**src/rtl/bat_pkg.sv**
```systemverilog
package bat_pkg;
  typedef enum logic [1:0] {
    ACC_READ  = 2'b00,
    ACC_WRITE = 2'b01,
    ACC_FETCH = 2'b10
  } acc_e;

  // Restricted-key protection check: 00 none, 10 all, 01/11 no stores
  function automatic logic prot_allows(input logic [1:0] pp, input logic [1:0] acc);
    logic ok;
    if (pp == 2'b00)             ok = 1'b0;
    else if (acc == ACC_WRITE)   ok = (pp == 2'b10);
    else                         ok = 1'b1;
    return ok;
  endfunction
endpackage

```
**src/rtl/bat_entry.sv**
```systemverilog
module bat_entry #(
  parameter int AW      = 32,
  parameter int MIN_OFS = 17,
  parameter int LEN_W   = 11
) (
  input  logic          clk,
  input  logic          rst_n,
  input  logic          wr_up,
  input  logic          wr_lo,
  input  logic [AW-1:0] wr_data,
  input  logic          problem,
  input  logic [AW-1:0] ea,
  output logic          match,
  output logic [AW-1:0] ra,
  output logic [1:0]    pp
);
  localparam int PAD_W = AW - MIN_OFS - LEN_W;

  logic [AW-1:0]    upper_q, lower_q;
  logic [LEN_W-1:0] len;
  logic [AW-1:0]    ofs_mask;
  logic             enabled;

  always_ff @(posedge clk or negedge rst_n) begin
    if (!rst_n) begin
      upper_q <= '0;
      lower_q <= '0;
    end else begin
      if (wr_up) upper_q <= wr_data;
      if (wr_lo) lower_q <= wr_data;
    end
  end

  always_comb begin
    len      = upper_q[LEN_W+1:2];
    ofs_mask = {{PAD_W{1'b0}}, len, {MIN_OFS{1'b1}}};
    enabled  = problem ? upper_q[0] : upper_q[1];
    match    = enabled && ((ea & ~ofs_mask) == (upper_q & ~ofs_mask));
    ra       = (ea & ofs_mask) | {lower_q[AW-1:MIN_OFS], {MIN_OFS{1'b0}}};
    pp       = lower_q[1:0];
  end
endmodule

```
**src/rtl/bat_select.sv**
```systemverilog
module bat_select #(
  parameter int N  = 4,
  parameter int AW = 32
) (
  input  logic [N-1:0]       match,
  input  logic [N*AW-1:0]    ra_flat,
  input  logic [2*N-1:0]     pp_flat,
  output logic               hit,
  output logic [AW-1:0]      sel_ra,
  output logic [1:0]         sel_pp
);
  always_comb begin
    hit    = 1'b0;
    sel_ra = '0;
    sel_pp = '0;
    for (int i = N - 1; i >= 0; i--) begin
      if (match[i]) begin
        hit    = 1'b1;
        sel_ra = ra_flat[i*AW +: AW];
        sel_pp = pp_flat[2*i +: 2];
      end
    end
  end
endmodule

```
**src/rtl/bat_matcher.sv**
```systemverilog
module bat_matcher #(
  parameter int AW      = 32,
  parameter int ENTRIES = 4,
  parameter int MIN_OFS = 17,
  parameter int LEN_W   = 11,
  localparam int IDX_W  = $clog2(ENTRIES)
) (
  input  logic             clk,
  input  logic             rst_n,
  input  logic             req_valid,
  output logic             req_ready,
  input  logic [AW-1:0]    req_ea,
  input  logic [1:0]       req_acc,
  input  logic             mode_problem,
  output logic             rsp_valid,
  input  logic             rsp_ready,
  output logic             rsp_hit,
  output logic [AW-1:0]    rsp_real_addr,
  output logic             rsp_violation,
  input  logic             wr_en,
  input  logic [IDX_W-1:0] wr_idx,
  input  logic             wr_lower,
  input  logic [AW-1:0]    wr_data
);
  import bat_pkg::*;

  logic [ENTRIES-1:0]    match;
  logic [ENTRIES*AW-1:0] ra_flat;
  logic [2*ENTRIES-1:0]  pp_flat;
  logic                  any_hit;
  logic [AW-1:0]         win_ra;
  logic [1:0]            win_pp;
  logic                  take;

  for (genvar g = 0; g < ENTRIES; g++) begin : g_ent
    logic sel;
    assign sel = wr_en && (wr_idx == IDX_W'(g));
    bat_entry #(.AW(AW), .MIN_OFS(MIN_OFS), .LEN_W(LEN_W)) u_ent (
      .clk     (clk),
      .rst_n   (rst_n),
      .wr_up   (sel && !wr_lower),
      .wr_lo   (sel && wr_lower),
      .wr_data (wr_data),
      .problem (mode_problem),
      .ea      (req_ea),
      .match   (match[g]),
      .ra      (ra_flat[g*AW +: AW]),
      .pp      (pp_flat[2*g +: 2])
    );
  end

  bat_select #(.N(ENTRIES), .AW(AW)) u_sel (
    .match   (match),
    .ra_flat (ra_flat),
    .pp_flat (pp_flat),
    .hit     (any_hit),
    .sel_ra  (win_ra),
    .sel_pp  (win_pp)
  );

  assign req_ready = !rsp_valid || rsp_ready;
  assign take      = req_valid && req_ready;

  always_ff @(posedge clk or negedge rst_n) begin
    if (!rst_n) begin
      rsp_valid     <= 1'b0;
      rsp_hit       <= 1'b0;
      rsp_real_addr <= '0;
      rsp_violation <= 1'b0;
    end else if (take) begin
      rsp_valid     <= 1'b1;
      rsp_hit       <= any_hit;
      rsp_real_addr <= any_hit ? win_ra : '0;
      rsp_violation <= any_hit && !prot_allows(win_pp, req_acc);
    end else if (rsp_ready) begin
      rsp_valid     <= 1'b0;
    end
  end
endmodule

```
**config.mk**
```make
export PLATFORM = sky130hd
export DESIGN_NAME = bat_matcher
export DESIGN_NICKNAME = d
export VERILOG_FILES = /design/src/rtl/bat_pkg.sv /design/src/rtl/bat_entry.sv /design/src/rtl/bat_select.sv /design/src/rtl/bat_matcher.sv
export SDC_FILE = /design/constraint.sdc
export NUM_CORES = 1
export LEC_CHECK = 0
export ABC_AREA = 1
export BUFFER_PORTS_ARGS = -buffer_cell sky130_fd_sc_hd__buf_2
export CORE_MARGIN = 2
export CORE_UTILIZATION = 30
export DETAILED_ROUTE_END_ITERATION = 8
export SLEW_MARGIN = 15
export SYNTH_ARGS = -nofsm -noshare
export SYNTH_HDL_FRONTEND = slang
export SYNTH_HIERARCHICAL = 1
export SYNTH_SLANG_ARGS = --single-unit
```
**constraint.sdc**
```tcl
create_clock -name clk -period 2.3 [get_ports clk]
set_input_delay 0.46 -clock clk [delete_from_list [all_inputs] [get_ports clk]]
set_output_delay 0.46 -clock clk [all_outputs]
set_load 0.05 [all_outputs]
```
# Word level (Yosys, flattened, before mapping)
# Index checks and enable logic that the tools add are counted.
totals:
  register_bits: 291
  out_inout_bits: 36
  wordCells: 88
op_classes:
  n_eq_ne: 9
  mux: 22
  bitwise_logic: 20
  n_reduce_logical: 25
op_table:
  columns: ["operator", "n"]
  rows:
  - ["32-bit bitwise AND", 8]
  - ["32-bit 2-to-1 mux", 5]
  - ["32-bit by 28-bit bitwise AND with 32-bit output", 4]
  - ["32-bit == test", 4]
  - ["28-bit inverter with 32-bit output", 4]
  - ["32-bit OR", 4]
  - ["1-bit logical AND", 18]
  - ["1-bit 2-to-1 mux", 13]
  - ["2-bit 2-to-1 mux", 4]
  - ["2-bit == test, second input constant", 3]
  - ["2-bit by 1-bit == test with 1-bit output, second input constant", 2]
  - ["2-bit zero test", 2]
  - ["1-bit zero test", 3]
  - ["2-bit nonzero test", 1]
  - ["1-bit logical OR", 1]

# Longest topological paths before layout
# Gate-level depths: netlist of run 1.
depth:
  depth_word: 14
  depth_mapped: 17
  ltp_nobuf: 16

# Modules after synthesis
# The synthesis of run 1 kept the hierarchy.
by_module_without_submodules:
  columns: ["module", "n_inst", "cells_per_inst", "area_per_inst_um2", "seq_area_each_um2"]
  rows:
  - ["bat_entry", 4, 271, 2257.2, 1126.1]
  - ["bat_select", 1, 303, 1561.5, 0.0]
  - ["bat_matcher", 1, 166, 1466.4, 875.8]

# Worst setup path after synthesis of run 1
# No wires, ideal clock.
synth_path:
  path_kind: "input to register"
  start: "in req_ea[21]"
  end: "reg rsp_real_addr[10]"
  setup_ps: 66
  arrival_ps: 1780
  t_required_ps: 2234
  setup_slack_ps: 454
  stages: 16
  cell_sequence: "inv_1 -> nand2_1 -> nand3_1 -> nand2_1 -> nor2_1 -> nand2_1 -> nor2_1 -> buf_6 -> clkbuf_8 -> nor2_1 -> nand2_1 -> inv_1 -> nor2_8 -> buf_8 -> nand2_2 -> nand2_1"
synth_rtl:
  columns: ["item", "line_no", "text"]
  rows:
  - ["start: declaration", "bat_matcher.sv:12", "input logic [AW-1:0] req_ea,"]
  - ["32-bit bitwise AND", "bat_entry.sv:38", "match = enabled && ((ea & ~ofs_mask) == (upper_q & ~ofs_mask));"]
  - ["32-bit == test", "bat_entry.sv:38", null]
  - ["1-bit logical AND", "bat_entry.sv:38", null]
  - ["net match[1]", "bat_matcher.sv:27", "logic [ENTRIES-1:0] match;"]
  - ["1-bit 2-to-1 mux (2 in series)", "bat_select.sv:17", "if (match[i]) begin"]
  - ["net any_hit", "bat_matcher.sv:30", "logic any_hit;"]
  - ["32-bit 2-to-1 mux", "bat_matcher.sv:73", "rsp_real_addr <= any_hit ? win_ra : '0;"]
  - ["end signal: assignment", "bat_matcher.sv:73", null]
  - ["end: declaration", "bat_matcher.sv:18", "output logic [AW-1:0] rsp_real_addr,"]
# The timed path passes the listed nets, and every way through them passes these cells.
# A chain may end at the register's enable or synchronous reset.

# Worst setup path after layout of run 1
layout_path:
  start: "reg g_ent[1].u_ent.upper_q[27]"
  end: "reg rsp_real_addr[19]"
layout_via:
  elab_chain_len: 6
layout_rtl:
  columns: ["item", "line_no", "text"]
  rows:
  - ["start: declaration", "bat_entry.sv:19", "logic [AW-1:0] upper_q, lower_q;"]
  - ["start signal: assignment", "bat_entry.sv:29", "if (wr_up) upper_q <= wr_data;"]
  - ["32-bit bitwise AND", "bat_entry.sv:38", null]
  - ["32-bit == test", "bat_entry.sv:38", null]
  - ["1-bit logical AND", "bat_entry.sv:38", null]
  - ["net match[1]", "bat_matcher.sv:27", null]
  - ["32-bit 2-to-1 mux (2 in series)", "bat_select.sv:17", null]
  - ["net win_ra[19]", "bat_matcher.sv:31", "logic [AW-1:0] win_ra;"]
  - ["32-bit 2-to-1 mux", "bat_matcher.sv:73", null]
# The timed path passes the listed nets, and every way through them passes these cells.

==> run_results.csv, run 1 <==
group,metric,value,unit
yosys,synthMuxAreaShare,4.86,%
timing,slew_headroom,59.7,%
yosys,syn_area,12100,um^2
setup_path,reg2reg_depth,14,
job,drv_cap,0,
final_layout,drive_gt1_share,19.9,%
min_path,min_path_cells,3,
setup_path,r2r_start,"g_ent[1].u_ent/upper_q[27]$_DFFE_PN0P_",
yosys,synth_top_family_by_area,"simple AND/OR/NAND/NOR gates",
placement,place_area,12500,um^2
timing,final_hold_viol_count,0,
die,core-area,39700,um^2
setup_path,crit_required,2.77,ns
final_layout,final_cells,2125,
route,routed_wl,30.6,mm
setup_path,worstSetupStartpoint,"g_ent[1].u_ent/upper_q[27]$_DFFE_PN0P_",
clocking,cts.sinks,215,
grt,grtUsageTotal,15.0,%
timing,worstMarginPinSlew,0.604,ns
timing,period_share,91.4,%
setup_path,path_common_cell,"nand2_1",
timing,holdWs,0.180,ns
status,status,"finished clean",
final_layout,fin_area,13400,um^2
yosys,synth_cells,1553,
final_layout,synthToLayoutAreaGrowth,11.6,%
die,initial_utilization,30.3,%
final_layout,final_nets,1656,
power,ir_worst_vdd,0.478,mV
power,seqPwrFrac,44.5,%
yosys,synth_top_area_cell,"dfrtp_1",
setup_path,crit_fanout,16,
timing,post-route-min-period,2.10,ns
timing,finalWorstSetupSlack,0.197,ns
clocking,clkTransAtPathRegs,0.06,ns
grt,grt_pass1_vias,9098,
clocking,cts_root_buf,"clkbuf_16",
setup_path,cp-end-kind,"flop",
min_path,hp-class,"input port to flop",
grt,antenna_found_initial,9,
clocking,numCtsBuffers,26,
grt,grt-ovfl-total,0,
placement,dp_hpwl,22.0,mm
setup_path,crit_type,"flop to flop",
power,pwr-share-comb,15.7,%
setup_path,start_kind,"flop",
die,boundaryPins,111,
placement,dp.cells,2077,
timing,rsz0062_at_grt,"false",
route,vias,9375,
grt,grt_max_degree,70,
final_layout,layout.cells.most_common_list,"nand2_1 (533), dfrtp_1 (215), inv_1 (177)",
route,wl_per_cell,14.4,um
placement,gp_congestion,0.785,
setup_path,cp_num_buf_inv,2,
setup_path,endpoint,"rsp_real_addr[19]$_DFFE_PN0P_",
placement,dp_slack,-0.0798,ns
power,leakagePower,6.86,nW
power,p_per_area,793,nW/um^2
setup_path,crit_family,"simple AND/OR/NAND/NOR gates",
die,die-height,204,um
setup_path,slowest_delay,0.37,ns
yosys,synth_area_per_cell,7.76,um^2
setup_path,crit_chain,"inv_1 -> nand2_1 -> nand3_1 -> nand2_1 -> nor2_1 -> nand2_1 -> nor2_4 -> buf_4 -> a21oi_1 -> nand2_1 -> nand2_1 -> nand2_1 -> nand2_1 -> nand2_1",
setup_path,rr_endpoint,"rsp_real_addr[19]$_DFFE_PN0P_",
route,first_pass_iters,5,
route,drc,0,
yosys,synth_xor_xnor_area_share,0.581,%
yosys,ys_seq_area_share,44.6,%
placement,port_buffers,106,
timing,setup-tns-final,0,ns
die,die_area,41800,um^2
route,postRouteAntennaNets,0,
timing,clock_skew,0.0125,ns
power,power_switching,2.91,mW
die,die_w,204,um
setup_path,r2r_setup_slack,0.20,ns
clocking,cts_setup_buffers,0,
power,pwr-share-clk,39.9,%
timing,setup_viol,0,
grt,grt_pass1_wl,49.5,mm
power,power,10.7,mW
yosys,synth.top_cell.area_share,44.6,%
yosys,synthAdderAreaFrac,0,%
setup_path,cp.arrival,2.58,ns
power,intPower,7.75,mW
timing,max_freq,0.476,GHz
yosys,synthesis.nets,1628,
yosys,ys_warn_count,6,
route,drtIter0Drc,588,
final_layout,layout_commonest_cell,"nand2_1",
setup_path,path_depth,14,
final_layout,fin_util,33.8,%
clocking,clock_latency,0.54,ns
clocking,cts_tree,"yes",
power,switching_share,27.3,%
clocking,clockBufferDepth,3,
yosys,synth_area_leaders,"dfrtp_1 (45%), nand2_1 (17%), o21ai_0 (6.5%)",
yosys,synthSimpleGateAreaFrac,25.6,%
clocking,cts_max_level,1,
yosys,ys_ff_latch,215,
yosys,yosysUniqueCellTypes,27,
yosys,synth_compound_area_share,8.09,%
route,viasPerCell,4.41,
timing,finalMaxSlewViolations,0,
die,fp-row-count,73,
setup_path,critPathSlowestCell,"dfrtp_1",
==> cell usage after synthesis (all sizes together) <==
library cell and number:
mux2 52, nand3b 1, buf 141, xnor2 4, o21ai 161, nand2 545, clkbuf 15, inv 179
nand3 74, dfrtp 215, a21oi 34, or2 1, xor2 4, nor2 127
==> power by group through the flow <==
stage	sequential [mW]	combinational, mW	clock, mW
finish	4.74	1.67	4.25
global route	4.82	1.94	4.52
CTS	4.74	1.69	4.38
detailed placement	4.81	1.68	0
global placement	4.78	1.62	0
floorplan	4.74	1.33	0
==> kinds of logic after synthesis <==
group | count (synthesis)
and+or+nand+nor | 748
buffers and inverters | 335
DFF | 215
AOI/OAI and AO/OA | 195
muxes | 52
xor gates and xnor gates | 8
==> per-layer routing <==
layer,part of all wire (%),vias to the layer above,GRT usage (%)
li1,-,4763,-
met1,48,4361,20.5
met2,45,195,24.0
met3,5.4,48,3.01
met4,1.8,8,4.50
met5,0.19,-,0
==> repair_timing <==
item,in CTS,in global routing
hold endpoints to repair,57,0
gates resized for setup,0,2
setup endpoints to repair,0,2
hold buffers,1,0
==> how the worst min path moves through the flow <==
stage	from	to	slack (ns)
6_report	wr_data[4]	g_ent[1].u_ent/upper_q[4]$_DFFE_PN0P_	0.18
5_1_grt	wr_data[4]	g_ent[1].u_ent/upper_q[4]$_DFFE_PN0P_	0.18
4_1_cts	wr_data[4]	g_ent[1].u_ent/upper_q[4]$_DFFE_PN0P_	0.16
3_5_place_dp	rst_n	rsp_real_addr[27]$_DFFE_PN0P_	0.45
3_3_place_gp	rst_n	g_ent[0].u_ent/upper_q[12]$_DFFE_PN0P_	0.45
2_1_floorplan	rst_n	g_ent[0].u_ent/lower_q[0]$_DFFE_PN0P_	0.16
==> cell type report <==
| cell class | instances | area [um^2] |
|---|---|---|
| diodes | 5 | 12.5 |
| flip-flops and latches | 215 | 5380 |
| well taps | 525 | 657 |
| multi-input cells | 1003 | 4790 |
| fillers | 4235 | 26300 |
| clock inverters | 7 | 110 |
| clock buffers | 35 | 776 |
| repair buffers | 156 | 1030 |
| inverters | 179 | 687 |
==> worst register-to-register path, cell delays in order (launching register included) <==
cell and delay (ns):
dfrtp_1 0.37, inv_1 0.07, nand2_1 0.05, nand3_1 0.07, nand2_1 0.07, nor2_1 0.20
nand2_1 0.15, nor2_4 0.25, buf_4 0.33, a21oi_1 0.08, nand2_1 0.07, nand2_1 0.04
nand2_1 0.06, nand2_1 0.13, nand2_1 0.09
==> flip-flops by register name, summed over array words and instances (netlist names) <==
signal / cells
rsp_violation: 1
g_ent.u_ent/lower_q: 68
rsp_real_addr: 32
rsp_valid: 1
rsp_hit: 1
g_ent.u_ent/upper_q: 112
Power figures use the tool's default switching activity.
==> run 2, diff against run 1 <==
--- a/config.mk
+++ b/config.mk
@@ -7,9 +7,11 @@
 export LEC_CHECK = 0
 export ABC_AREA = 1
 export BUFFER_PORTS_ARGS = -buffer_cell sky130_fd_sc_hd__buf_2
+export CORE_ASPECT_RATIO = 0.5
 export CORE_MARGIN = 2
 export CORE_UTILIZATION = 30
 export DETAILED_ROUTE_END_ITERATION = 8
+export REMOVE_ABC_BUFFERS = 1
 export SLEW_MARGIN = 15
 export SYNTH_ARGS = -nofsm -noshare
 export SYNTH_HDL_FRONTEND = slang
==> run_results.csv, run 2 (synthesis gave the netlist of run 1 again) <==
group,metric,value,unit
status,status,"finished clean",
power,p_per_area,762,nW/um^2
setup_path,reg2reg_depth,14,
setup_path,rr_endpoint,"rsp_violation$_DFFE_PN0P_",
placement,place_area,12600,um^2
grt,grt_pass1_vias,8725,
die,die_area,41900,um^2
timing,finalMaxSlewViolations,0,
clocking,clockBufferDepth,3,
setup_path,r2r_start,"g_ent[2].u_ent/upper_q[28]$_DFFE_PN0P_",
clocking,cts_tree,"yes",
final_layout,largest_register,"g_ent.u_ent/upper_q",
die,fp-row-count,51,
clocking,cts_setup_buffers,0,
final_layout,final_nets,1655,
clocking,clkTransAtPathRegs,0.06,ns
route,wl_per_cell,13.9,um
die,die-height,146,um
final_layout,fin_util,34.1,%
die,core-area,39200,um^2
clocking,cts_max_level,1,
setup_path,cp-end-kind,"flop",
timing,clock_skew,0.0130,ns
timing,final_hold_viol_count,0,
power,power,10.2,mW
setup_path,slowest_delay,0.38,ns
final_layout,synthToLayoutAreaGrowth,11.0,%
clocking,cts.sinks,215,
final_layout,reg.largest.list,"g_ent.u_ent/upper_q (112), g_ent.u_ent/lower_q (68), rsp_real_addr (32)",
setup_path,crit_type,"flop to flop",
power,ir_worst_vdd,0.477,mV
route,vias,9280,
grt,antenna_found_initial,2,
timing,slew_headroom,75.4,%
timing,rsz0062_at_grt,"false",
min_path,hold_path_end,"g_ent[0].u_ent/upper_q[9]$_DFFE_PN0P_",
die,boundaryPins,111,
die,die_w,288,um
power,leakagePower,6.80,nW
setup_path,r2r_setup_slack,0.18,ns
route,routed_wl,29.5,mm
timing,worstMarginPinSlew,0.369,ns
route,viasPerCell,4.36,
setup_path,crit_required,2.75,ns
final_layout,layout_commonest_cell,"nand2_1",
setup_path,cp_num_buf_inv,1,
final_layout,drive_gt1_share,19.4,%
setup_path,critPathSlowestCell,"dfrtp_1",
clocking,cts_root_buf,"clkbuf_16",
min_path,hp-class,"input port to flop",
min_path,min_path_cells,3,
setup_path,crit_family,"simple AND/OR/NAND/NOR gates",
timing,max_freq,0.471,GHz
grt,grtUsageTotal,14.1,%
setup_path,path_common_cell,"nand2_1",
timing,finalWorstSetupSlack,0.179,ns
setup_path,crit_chain,"xnor2_1 -> nand2_1 -> nor2_1 -> nand3_1 -> nor2_4 -> inv_8 -> nand3_1 -> nand2_1 -> nand2_1 -> nand2_1 -> or2_2 -> nand2_1 -> nand2_2 -> nand2_1",
final_layout,layout.cells.most_common_list,"nand2_1 (533), dfrtp_1 (215), inv_1 (177)",
route,drc,0,
placement,gp_congestion,0.787,
setup_path,crit_fanout,6,
placement,dp_hpwl,20.1,mm
route,first_pass_iters,4,
clocking,clock_latency,0.51,ns
placement,dp_slack,-0.0440,ns
grt,grt_pass1_wl,47.3,mm
setup_path,cp.arrival,2.57,ns
final_layout,largest_reg_flops,112,
placement,port_buffers,106,
min_path,min_from,"wr_data[9]",
timing,post-route-min-period,2.12,ns
job,drv_cap,0,
timing,setup_viol,0,
grt,grt_max_degree,50,
timing,period_share,92.2,%
die,initial_utilization,30.7,%
route,drtIter0Drc,556,
route,postRouteAntennaNets,0,
clocking,numCtsBuffers,23,
grt,grt-ovfl-total,0,
final_layout,fin_area,13400,um^2
setup_path,start_kind,"flop",
-- run 2: cell count changes in the layout (fill, tap and decap cells not counted), sizes merged --
| cell | before | now |
|---|---|---|
| diode | 5 | 2 |
| buf | 155 | 157 |
| clkbuf | 35 | 33 |
| clkinv | 4 | 3 |
| inv | 179 | 180 |
-- run 2: metrics by stage --
| stage | instances | setup TNS (ns) | hold WS, ns |
|---|---|---|---|
| detailed placement | 2084 | -0.314 | 0.378 |
| CTS | 2125 | 0 | 0.197 |
| floorplan | 1397 | -66.67 | 0.164 |
| global placement | 2084 | -0.385 | 0.386 |
| global route | 2127 | 0 | 0.207 |
| finish | 2127 | 0 | 0.207 |
-- run 2: cell type report --
cell class,count,area [um^2]
multi-input combinational,1003,4790
sequential,215,5380
clock inverter,7,114
timing repair buffer,158,1100
inverter,179,687
tap,530,663
fill,4029,25900
antenna,2,5.00
clock buffer,33,643
-- run 2: timing repair --
action	4_1_cts	5_1_grt
hold endpoints to repair	36	0
resized for setup	0	1
hold buffers	1	0
setup endpoints to repair	0	1
-- run 2: worst max-delay path by stage --
stage	start	cells past startpoint	slack, ns	to
finish	g_ent[2].u_ent/upper_q[28]$_DFFE_PN0P_	14	0.18	rsp_violation$_DFFE_PN0P_
global route	g_ent[2].u_ent/upper_q[31]$_DFFE_PN0P_	16	0.0003	rsp_violation$_DFFE_PN0P_
CTS	g_ent[2].u_ent/upper_q[28]$_DFFE_PN0P_	14	0.19	rsp_violation$_DFFE_PN0P_
detailed placement	req_ea[22]	14	-0.04	rsp_real_addr[17]$_DFFE_PN0P_
global placement	req_ea[22]	17	-0.04	rsp_violation$_DFFE_PN0P_
floorplan	req_ea[21]	13	-1.47	rsp_real_addr[0]$_DFFE_PN0P_
-- run 2: report_power, final --
group / total (mW) / internal [mW] / switching, mW
sequential: 4.73 / 4.45 / 0.281
combinational: 1.68 / 0.637 / 1.04
clock: 3.79 / 2.28 / 1.51
-- run 2: worst min-delay path, stage by stage --
cell and delay (ns):
buf_2 0.11, nand2_1 0.05, o21ai_0 0.05
-- run 2: metal layers --
layer  routed length (um)  GRT usage (%)  vias up
met3                  930           1.44       32
met1                13800           19.2     4364
li1                     -              -     4748
met2                14300           24.1      136
met4                  521           3.26        0
met5                    0              0        -
